**src/rtl/bhm_pkg.sv**
```systemverilog
package bhm_pkg;

  typedef enum logic [2:0] {
    ST_OFF     = 3'd0,
    ST_RECOVER = 3'd1,
    ST_IDLE    = 3'd2,
    ST_TEST    = 3'd3,
    ST_HOLD    = 3'd4
  } bhm_state_e;

endpackage

```
**src/rtl/bhm_tick_counter.sv**
```systemverilog
module bhm_tick_counter #(
  parameter int unsigned CW = 8
) (
  input  logic          clk,
  input  logic          rst,
  input  logic          clear,
  input  logic          tick,
  input  logic [CW-1:0] limit,
  output logic          done
);

  logic [CW-1:0] cnt;

  assign done = tick && (cnt == limit - CW'(1));

  always_ff @(posedge clk) begin
    if (rst || clear) cnt <= '0;
    else if (tick)    cnt <= cnt + CW'(1);
  end

  // the count never passes the limit of the phase in progress
  a_r4_cnt_in_range: assert property (@(posedge clk) disable iff (rst)
    !clear |-> (cnt < limit));

endmodule

```
**src/rtl/bhm_sequencer.sv**
```systemverilog
module bhm_sequencer
  import bhm_pkg::*;
(
  input  logic       clk,
  input  logic       rst,
  input  logic       pwr_good,
  input  logic       done,
  input  logic       verdict_fail,
  output bhm_state_e state,
  output logic       clear,
  output logic       test_end,
  output logic       load_en
);

  bhm_state_e state_nx;

  always_comb begin
    state_nx = state;
    case (state)
      ST_OFF:     if (pwr_good) state_nx = ST_RECOVER;
      ST_RECOVER: if (!pwr_good) state_nx = ST_OFF;
                  else if (done) state_nx = ST_TEST;
      ST_TEST:    if (!pwr_good) state_nx = ST_OFF;
                  else if (done) state_nx = verdict_fail ? ST_HOLD : ST_IDLE;
      ST_IDLE:    if (!pwr_good) state_nx = ST_OFF;
                  else if (done) state_nx = ST_TEST;
      ST_HOLD:    if (!pwr_good) state_nx = ST_OFF;
      default:    state_nx = ST_OFF;
    endcase
  end

  assign test_end = (state == ST_TEST) && pwr_good && done;
  assign clear    = (state_nx != state) || (state == ST_OFF) || (state == ST_HOLD);

  always_ff @(posedge clk) begin
    if (rst) begin
      state   <= ST_OFF;
      load_en <= 1'b0;
    end else begin
      state   <= state_nx;
      load_en <= (state_nx == ST_TEST);
    end
  end

  // no load while power is bad
  a_r2_no_load_unpowered: assert property (@(posedge clk) disable iff (rst)
    !pwr_good |=> !load_en);

  // a window in progress is torn down at the next edge on power loss
  a_r9_abort_drops_load: assert property (@(posedge clk) disable iff (rst)
    (load_en && !pwr_good) |=> (state == ST_OFF));

  // a failed battery stays parked while power remains good
  a_r7_hold_sticks: assert property (@(posedge clk) disable iff (rst)
    (state == ST_HOLD && pwr_good) |=> (state == ST_HOLD && !load_en));

endmodule

```
**src/rtl/bhm_warn_latch.sv**
```systemverilog
module bhm_warn_latch (
  input  logic clk,
  input  logic rst,
  input  logic load_en,
  input  logic batt_low,
  input  logic test_end,
  output logic verdict_fail,
  output logic warn_n
);

  logic fail_seen;

  assign verdict_fail = fail_seen || batt_low;

  always_ff @(posedge clk) begin
    if (rst || !load_en)  fail_seen <= 1'b0;
    else if (batt_low)    fail_seen <= 1'b1;
  end

  always_ff @(posedge clk) begin
    if (rst)           warn_n <= 1'b1;
    else if (test_end) warn_n <= ~verdict_fail;
  end

  // the warning only moves as a window closes
  a_r10_warn_moves_at_window_end: assert property (@(posedge clk) disable iff (rst)
    !$stable(warn_n) |-> ($past(load_en) && !load_en));

  // a low sample taken under load is never lost before the window closes
  a_r6_low_sample_kept: assert property (@(posedge clk) disable iff (rst)
    (load_en && batt_low && !test_end) |=> (fail_seen || !load_en));

endmodule

```
**src/rtl/bhm_battery_monitor.sv**
```systemverilog
module bhm_battery_monitor
  import bhm_pkg::*;
#(
  parameter int unsigned INTERVAL_TICKS = 86_400_000,
  parameter int unsigned WINDOW_TICKS   = 1000,
  parameter int unsigned RECOVERY_TICKS = 200
) (
  input  logic clk,
  input  logic rst,
  input  logic tick,
  input  logic supply_ok,
  input  logic power_fail,
  input  logic batt_low,
  output logic load_en,
  output logic warn_n
);

  localparam int unsigned MAX_A = (INTERVAL_TICKS > WINDOW_TICKS) ? INTERVAL_TICKS : WINDOW_TICKS;
  localparam int unsigned MAX_L = (MAX_A > RECOVERY_TICKS) ? MAX_A : RECOVERY_TICKS;
  localparam int unsigned CW    = $clog2(MAX_L + 1);

  bhm_state_e    state;
  logic          pwr_good;
  logic          clear;
  logic          done;
  logic          test_end;
  logic          verdict_fail;
  logic [CW-1:0] limit;

  assign pwr_good = supply_ok && !power_fail;

  always_comb begin
    case (state)
      ST_RECOVER: limit = CW'(RECOVERY_TICKS);
      ST_TEST:    limit = CW'(WINDOW_TICKS);
      default:    limit = CW'(INTERVAL_TICKS);
    endcase
  end

  bhm_tick_counter #(.CW(CW)) u_cnt (
    .clk   (clk),
    .rst   (rst),
    .clear (clear),
    .tick  (tick),
    .limit (limit),
    .done  (done)
  );

  bhm_sequencer u_seq (
    .clk          (clk),
    .rst          (rst),
    .pwr_good     (pwr_good),
    .done         (done),
    .verdict_fail (verdict_fail),
    .state        (state),
    .clear        (clear),
    .test_end     (test_end),
    .load_en      (load_en)
  );

  bhm_warn_latch u_warn (
    .clk          (clk),
    .rst          (rst),
    .load_en      (load_en),
    .batt_low     (batt_low),
    .test_end     (test_end),
    .verdict_fail (verdict_fail),
    .warn_n       (warn_n)
  );

  // a warning clears only where a window closes
  a_r8_clear_at_window_end: assert property (@(posedge clk) disable iff (rst)
    $rose(warn_n) |-> $past(load_en));

endmodule

```
**config.mk**
```make
export PLATFORM = sky130hd
export DESIGN_NAME = bhm_battery_monitor
export DESIGN_NICKNAME = d
export VERILOG_FILES = /design/src/rtl/bhm_pkg.sv /design/src/rtl/bhm_tick_counter.sv /design/src/rtl/bhm_sequencer.sv /design/src/rtl/bhm_warn_latch.sv /design/src/rtl/bhm_battery_monitor.sv
export SDC_FILE = /design/constraint.sdc
export NUM_CORES = 1
export LEC_CHECK = 0
export BUFFER_PORTS_ARGS = -buffer_cell sky130_fd_sc_hd__buf_2
export CORE_MARGIN = 3
export CORE_UTILIZATION = 65
export DETAILED_ROUTE_END_ITERATION = 12
export GPL_ROUTABILITY_DRIVEN = 0
export PLACE_DENSITY = 0.91
export SETUP_SLACK_MARGIN = 0.4
export SLEW_MARGIN = 0
export SYNTH_ARGS = -nofsm -noshare
export SYNTH_HDL_FRONTEND = slang
export SYNTH_SLANG_ARGS = --single-unit
```
**constraint.sdc**
```tcl
create_clock -name clk -period 3.8 [get_ports clk]
set_input_delay 1.14 -clock clk [delete_from_list [all_inputs] [get_ports clk]]
set_output_delay 1.14 -clock clk [all_outputs]
set_load 0.02 [all_outputs]
```
==> results by stage, run 1 <==
Logic synthesis:
- By area the synthesized netlist is led by dfxtp_1, a211oi_1, or4_1.
- The synthesized design spends more area on one cell type than any other, namely dfxtp_1.
- The total of warnings raised by yosys is 0.
- The post-synthesis sequential area ratio is 36.14%.
- The total of flip-flops plus latches after synthesis is 33.
- The netlist area before placement is 1828 sq um.
- The synthesized design devotes to its leading area cell type 36.14% of total area.
- In the synthesized netlist the dominant register cell turns out to be dfxtp_1.
- The count of distinct cell types in the synthesized netlist is 43.
- The most frequently used cell type in the post-synthesis netlist is dfxtp_1.
- The async set-reset flop share out of synthesis is 0%.
- Ranked by instance count, the synthesized netlist is headed by dfxtp_1, a211oi_1, nor3_1.
- When the netlist entered floorplanning its net count stood at 213.
- The number of instances in the synthesized netlist is 206.
- The number of synthesized flops with an enable pin is 0.
- The synthesized area divided by synthesized cell count is 8.874 sq um.

Clock network:
- The clock net in this run drives a total of 33 sinks.
- The buffer type at the clock tree root is clkbuf_4.
- Hold repair after CTS inserted 0 buffers.
- CTS built an H-tree with a depth of 2.
- The post-CTS repair timing setup buffer count is 0.
- The clock passes through at most 2 buffers.
- The later-pin clock latency in the skew report is 350 ps.
- The post-cts resize count is 0.
- The number of buffers added by the clock tree synthesis step is 5.
- Clock-pin slew was measured on the worst setup and hold paths at 100 ps.
- TritonCTS built the clock tree.

Setup path:
- The kind of start point of the critical path is an input pin.
- The category of the worst setup path capture point is a flop.
- The critical path goes through buf_2 > or4b_1 > or3_1 > a211oi_1.
- The critical setup path kind is input pin to flop.
- The largest single stage delay on the critical path is 760 ps.
- The number of cells traversed by the worst register-to-register path is 4.
- The cell at the slowest stage of the critical path is or3_1.
- Data on the critical path arrives at its endpoint at 2970 ps.
- Across all register-to-register paths, the minimum setup slack is 1480 ps.
- Along the worst path, the maximum fanout reaches 27.
- The startpoint identified for the worst register-to-register timing path is u_cnt.cnt[11]$_SDFFE_PP0P_.
- STA puts the critical path data required time at 4050 ps.
- The end of the worst register-to-register path is u_cnt.cnt[24]$_SDFFE_PP0P_.

Floorplan:
- The area enclosed by the die boundary is 3485 sq um.
- Once the floorplan was initialized, standard cells occupied 71.20% of the core.
- The area of the core region is 2567 sq um.
- The die span in x is 59.03 um.
- The number of top-level pins is 8.
- The number of cell rows is 18.
- The height of the die is 59.03 um.

STA:
- Setup repair after global routing left no endpoint under its margin.
- The slew at the pin closest to its max-slew limit is 1024 ps.
- The tightest hold path in the finished design has a slack of 457.1 ps.
- For the final routed database, the setup TNS stands at 0 ps.
- The final-report hold violation count is 0.
- Static timing analysis puts the maximum clock frequency at 0.3673 GHz.
- Across all setup checks in the final design, the least slack found is 1077 ps.
- The tightest slew margin relative to the limit is 31.72%.
- Setup violations remaining at the end of the flow were counted as 0.
- The minimum clock period is 2723 ps.
- The final worst-path cycle share is 71.65%.
- The max-slew violation count is 0.
- The clock arrives with 9.856 ps of skew.

Hold path:
- The worst hold path terminates at u_warn.fail_seen$_SDFFE_PP0P_.
- The worst hold path begins at u_seq.load_en$_SDFF_PP0_.
- The tightest min-delay check is of the flop to flop type.
- Counting instances, the worst hold path has a depth of 1.

Global routing:
- The total overflow left after global routing is 0.
- Entering global routing, the biggest net connects 30 pins.
- The first global-routing pass estimated 6672 um of wire.
- The initial antenna violation count is 0.
- The overall fraction of global-route tracks in use is 24.55%.
- The via count of the first global-routing pass was 1531.

Power and ir drop:
- For this design the static power due to leakage is 0.5139 nW.
- The switching share of power is 22.01%.
- The worst-case IR drop observed on VDD is 0.2653 mV.
- In this run the power density over the cells is 305.6 nW/um^2.
- The switching power summed over all nets is 0.0001295 W.
- The proportion of power drawn by combinational gates is 2.4%.
- The portion of total power attributed to sequential cells is 59.0%.
- The clock network is responsible for 38.6% of the overall power.
- Internal power comes to 0.0004590 W.

Final layout:
- Counting the fill cells in the layout gives 201.
- In the final design database the tool counted 215 nets.
- The fraction of layout cells with a size suffix above 1 is 13.40%.
- The final standard cell utilization of the core is 75.00%.
- The area growth from synthesis to layout is 5.339%.
- The count of antenna diodes in the layout is 0.

Placed design:
- The worst slack at placement is 723.4 ps.
- The count of input and output buffers is 7.
- The post-detailed-placement half-perimeter wirelength is 2791 um.

Drt:
- Detailed routing inserted a total of 1694 vias.
- The DRC marker count from the first detailed-route iteration is 85.
- The via-per-instance ratio is 7.088.
- The remaining antenna violation count is 0.
- Dividing the detail-routed wire length by the instance count gives 16.60 um.
- In the routed design, unresolved DRC markers number 0.
- The iteration count of the initial detailed-routing pass is 5.
- The total detailed-routing wirelength is 3968 um.

Run status:
- The flow ran to the end, and the final reports show no timing, DRC or antenna violations.

Run:
- Max-cap violations in this run came to 0.
## kinds of logic (layout without fill, tap and decap cells)
logic type	after synthesis	count (layout)	share of synthesized area, %
and+or+nand+nor	96	96	32.17
adders and majority gates	1	1	0.6844
buffers and inverters	18	21	4.586
DFF	33	33	36.14
AOI/OAI and AO/OA	44	44	19.37
muxes	4	4	2.259
xor gates and xnor gates	10	10	4.791
## critical path: cells and delay by family
kind                   cells  cell delay, ps
AO/OA/AOI/OAI              1             350
AND/OR/NAND/NOR            2            1370
buffers and inverters      1             110
## power by group through the flow
stage | clock network (W) | logic (W) | registers (W)
after floorplan | 0 | 0.00000878 | 0.000354
after global placement | 0 | 0.0000133 | 0.000355
after detailed placement | 0 | 0.0000141 | 0.000355
after CTS | 0.000228 | 0.0000141 | 0.000347
after global routing | 0.000246 | 0.0000158 | 0.000347
final | 0.000227 | 0.0000143 | 0.000347
## flip-flops by register name, indices dropped and copies added (netlist names)
| signal | count |
|---|---|
| u_cnt.cnt | 27 |
| u_seq.load_en | 1 |
| u_seq.state | 3 |
| u_warn.fail_seen | 1 |
| u_warn.warn_n | 1 |
## area by class of cell
| cell class | instances | area [sq um] | share of cell area, % |
|---|---|---|---|
| timing repair buffer | 8 | 42.54 | 2.209 |
| multi-input combinational | 155 | 1096 | 56.92 |
| tap | 30 | 37.54 | 1.949 |
| clock buffer | 7 | 65.06 | 3.379 |
| clock inverter | 1 | 5.005 | 0.2599 |
| inverter | 5 | 18.77 | 0.9747 |
| sequential | 33 | 660.6 | 34.31 |
## worst max path at each step
stage | end | cells after the start | slack (ps) | start
after detailed placement | u_cnt.cnt[15]$_SDFFE_PP0P_ | 4 | 720 | power_fail
after CTS | u_cnt.cnt[16]$_SDFFE_PP0P_ | 4 | 1070 | power_fail
final | u_cnt.cnt[15]$_SDFFE_PP0P_ | 4 | 1080 | power_fail
after global placement | u_cnt.cnt[20]$_SDFFE_PP0P_ | 4 | 830 | power_fail
after floorplan | u_cnt.cnt[10]$_SDFFE_PP0P_ | 5 | 1150 | power_fail
after global routing | u_cnt.cnt[15]$_SDFFE_PP0P_ | 4 | 980 | power_fail
## per-stage QoR
step / std cells / instance area, sq um / total power (W)
floorplan: 206 / 1828 / 0.0003630
global placement: 231 / 1856 / 0.0003682
detailed placement: 231 / 1856 / 0.0003690
CTS: 239 / 1926 / 0.0005887
global route: 239 / 1926 / 0.0006089
finish: 239 / 1926 / 0.0005885
## metal layers
layer	GRT usage, %	wire length, um	up-vias
li1	-	-	818
met1	31.16	1684	807
met2	40.38	1950	63
met3	8.497	296	6
met4	5.178	36	0
met5	0	0	-
## cells in the final DEF (no fill, tap or decap), types with 3 or more instances in the layout
cell,synthesis,routed
a211oi_1,13,12
a211oi_2,5,5
and2_1,3,3
and4_1,5,5
buf_2,4,7
clkbuf_4,0,5
dfxtp_1,33,33
inv_1,5,5
mux2i_1,3,3
nand2_1,10,10
nand3_1,10,10
nand4_1,10,10
nor2_1,7,7
nor3_1,13,13
nor3b_1,3,3
nor4_1,4,4
o2111ai_1,3,3
o21ai_0,9,9
o31ai_1,7,7
or3_1,10,10
or4_1,9,9
xnor2_1,5,5
xor2_1,5,5
Note: power is estimated with default switching activity, not from simulation.
==> run 2: changes to the inputs <==
--- a/config.mk
+++ b/config.mk
@@ -7,10 +7,10 @@
 export LEC_CHECK = 0
 export BUFFER_PORTS_ARGS = -buffer_cell sky130_fd_sc_hd__buf_2
 export CORE_MARGIN = 3
-export CORE_UTILIZATION = 65
+export CORE_UTILIZATION = 54
 export DETAILED_ROUTE_END_ITERATION = 12
 export GPL_ROUTABILITY_DRIVEN = 0
-export PLACE_DENSITY = 0.91
+export PLACE_DENSITY = 0.82
 export SETUP_SLACK_MARGIN = 0.4
 export SLEW_MARGIN = 0
 export SYNTH_ARGS = -nofsm -noshare
==> constraint.sdc (replaced) <==
create_clock -name clk -period 2.4 [get_ports clk]
set_input_delay 0.72 -clock clk [delete_from_list [all_inputs] [get_ports clk]]
set_output_delay 0.72 -clock clk [all_outputs]
set_load 0.02 [all_outputs]
==> run 2 against run 1 <==
Worst hold slack better by 21 ps; sequential share of layout area shrank 3.8 points; clock-buffer cell count unchanged; register-to-register slack lost 1000 ps; clock skew is 3.6 ps lower; largest power group unchanged.
==> results by stage, run 2 (synthesized netlist as in run 1, its figures left out) <==
Run status:
- The flow ran to the end, and the final reports show no timing, DRC or antenna violations.

Global routing:
- The initial antenna violation count is 0 (unchanged).
- The overall fraction of global-route tracks in use is 22.63% (-1.9 points).
- The via count of the first global-routing pass is 1730 (+13%).
- The remaining global-route overflow is 0 (unchanged).
- The wire length of the first global-routing pass was 7417 um (+11%).
- The pin count of the biggest net entering global routing is 30 (unchanged).

Drt:
- The detailed-route DRC error count is 0 (unchanged).
- The remaining antenna violation count was 0 (unchanged).
- The overall via count from detail_route is 1737 (+2.5%).
- The DRC marker count from the first detailed-route iteration is 81 (-4.7%).
- The iteration count of the initial detailed-routing pass was 4 (-1).
- The total detailed-routing wirelength came to 4433 um (+12%).
- The via-per-instance ratio is 6.655 (-6.1%).
- The mean routed wirelength per cell came to 16.98 um (+2.3%).

Clock network:
- The maximum count of clock buffers along a single path is 2 (unchanged).
- The later-pin clock latency in the skew report is 330 ps (-20 ps).
- The number of buffers added by the clock tree synthesis step was 5 (unchanged).
- The clock-pin slew of the registers on the worst-case setup and hold paths was 100 ps (about the same).
- TritonCTS built the clock tree.
- The number of levels the H-tree was split into was 2 (unchanged).
- In this run the clock root is driven by a clkbuf_4.
- The number of sinks on the clock net is 33 (unchanged).

STA:
- The final setup skew was 6.276 ps (-3.579 ps).
- The max-slew violation count came to 0 (unchanged).
- The final setup TNS is 0 ps (unchanged).
- The final-report hold violation count is 0 (unchanged).
- The slew at the pin closest to its max-slew limit is 457.6 ps (-566.6 ps).
- The final count of negative-setup-slack endpoints is 0 (unchanged).
- The tightest slew margin relative to the limit is 69.21% (+37 points).
- The worst path in the final design needs a cycle of 1961 ps, including I/O delays and setup.
- The setup slack after layout is 439.1 ps (-638.2 ps).
- Setup repair after global routing could not meet its margin everywhere.
- The maximum clock frequency is 0.5100 GHz.
- In the finished design, the share of the clock period the worst path needs comes to 81.70%.

Setup path:
- The worst register-to-register path begins at u_cnt.cnt[4]$_SDFFE_PP0P_.
- The arrival time of data at the critical path endpoint is 2240 ps (-730 ps).
- Tracing the worst setup path back leads to its startpoint at u_cnt.cnt[4]$_SDFFE_PP0P_.
- The category of the worst setup path capture point is a flop.
- The setup path with the least slack is of type flop to flop.
- STA classifies the critical path startpoint as a flop.
- The maximum fanout count along the critical path came to 29 (+7.4%).
- The worst path required time came to 2680 ps (-1370 ps).

Final layout:
- The register with the most flip-flops is u_cnt.cnt.
- The number of flip-flops under the largest register name is 27 (unchanged).
- The area overhead of the layout relative to synthesis is 19.92%.
- The count of antenna diodes in the layout is 0 (unchanged).
- The library cell used most frequently in the layout, excluding fill and tap cells, is dfxtp_1.
- The number of nets in the layout is 224 (+4.2%).
- The fraction of layout cells with a size suffix above 1 is 34.10% (+21 points).
- The top cell types in the final layout, fill and taps aside, are dfxtp_1, a211oi_2.
- The largest registers in the layout are u_cnt.cnt: 27 flops, u_seq.state: 3 flops.

Floorplan:
- The area enclosed by the die boundary came to 4119 sq um (+18%).
- The height of the die came to 64.18 um (+8.7%).
- The number of top-level pins was 8 (unchanged).
- The die span in x is 64.18 um (+8.7%).
- The number of cell rows came to 20 (+2).
- The starting density of the core was 57.98% (-13 points).
- The area of the core region is 3153 sq um (+23%).

Placed design:
- The count of input and output buffers is 7 (unchanged).
- The worst slack at placement is 29.74 ps (-693.6 ps).
- The post-detailed-placement half-perimeter wirelength is 3100 um (+11%).

Hold path:
- The path category of the worst min-delay check is flop to flop.
- The launch point of the worst hold path is u_seq.load_en$_SDFF_PP0_.

Power and ir drop:
- The total power per unit cell area is 406.9 nW/um^2 (+33%).
- The largest voltage drop on the vdd net is 0.4251 mV (+60%).
- The post-route total power is 0.0008919 W (+52%).
- The standby leakage power is 0.5729 nW (+11%).

Run:
- The max capacitance violation total is 0 (unchanged).
run 2: changes by cell type in the layout (fill, tap and decap cells not counted), sizes merged:
cell    before  now
clkinv       1    0
clkbuf       7    8
buf          8   16
run 2: worst max-delay path, cell delays in order, from the launching register on:
cell      delay, ps
dfxtp_2         410
nand4_1         150
or4_4           620
a211oi_4        270
buf_12          250
o211a_1         180
run 2: repair_timing:
action,in CTS,in global routing
hold buffers,0,0
pin swaps,3,5
setup endpoints to repair,31,30
buffers inserted,2,3
resized for setup,8,12
run 2: where the power goes:
group | switching (W) | leakage [nW] | internal [W]
clock network | 0.000177 | 0.0314 | 0.000138
logic | 0.0000153 | 0.272 | 0.0000120
registers | 0.00000174 | 0.269 | 0.000548
total | 0.000194 | 0.573 | 0.000698
run 2: final timing paths:
| path | cells after the start | slack [ps] | to |
|---|---|---|---|
| worst max-delay path | 5 | 440 | u_seq.state[0]$_SDFF_PP0_ |
| worst min-delay path | 1 | 480 | u_warn.fail_seen$_SDFFE_PP0P_ |
| worst max register to register | 5 | 440 | u_seq.state[0]$_SDFF_PP0_ |
| worst min register to register | 1 | 480 | u_warn.fail_seen$_SDFFE_PP0P_ |
run 2: through the flow:
stage / hold slack (ps) / std cells / utilization (%) / cell area, sq um
final: 477.6 / 261 / 69.52 / 2192
after CTS: 482.4 / 258 / 67.42 / 2126
after global routing: 504.0 / 261 / 69.52 / 2192
after detailed placement: 456.7 / 249 / 64.21 / 2024
after global placement: 440.5 / 249 / 64.21 / 2024
after floorplan: 480.4 / 206 / - / 1984
run 2: final cells by class:
| type | count | area, sq um |
|---|---|---|
| fillers | 261 | 960.9 |
| clock buffers | 7 | 55.05 |
| flip-flops and latches | 33 | 669.4 |
| multi-input cells | 155 | 1269 |
| well taps | 44 | 55.05 |
| repair buffers | 17 | 125.1 |
| inverters | 5 | 18.77 |
run 2: metal layers:
layer / track usage (%) / part of all wire [%] / vias up
met3: 7.030 / 4.3 / 17
met2: 41.29 / 51 / 46
met5: 0 / 0 / -
li1: - / - / 833
met1: 23.51 / 41 / 841
met4: 10.03 / 3.4 / 0
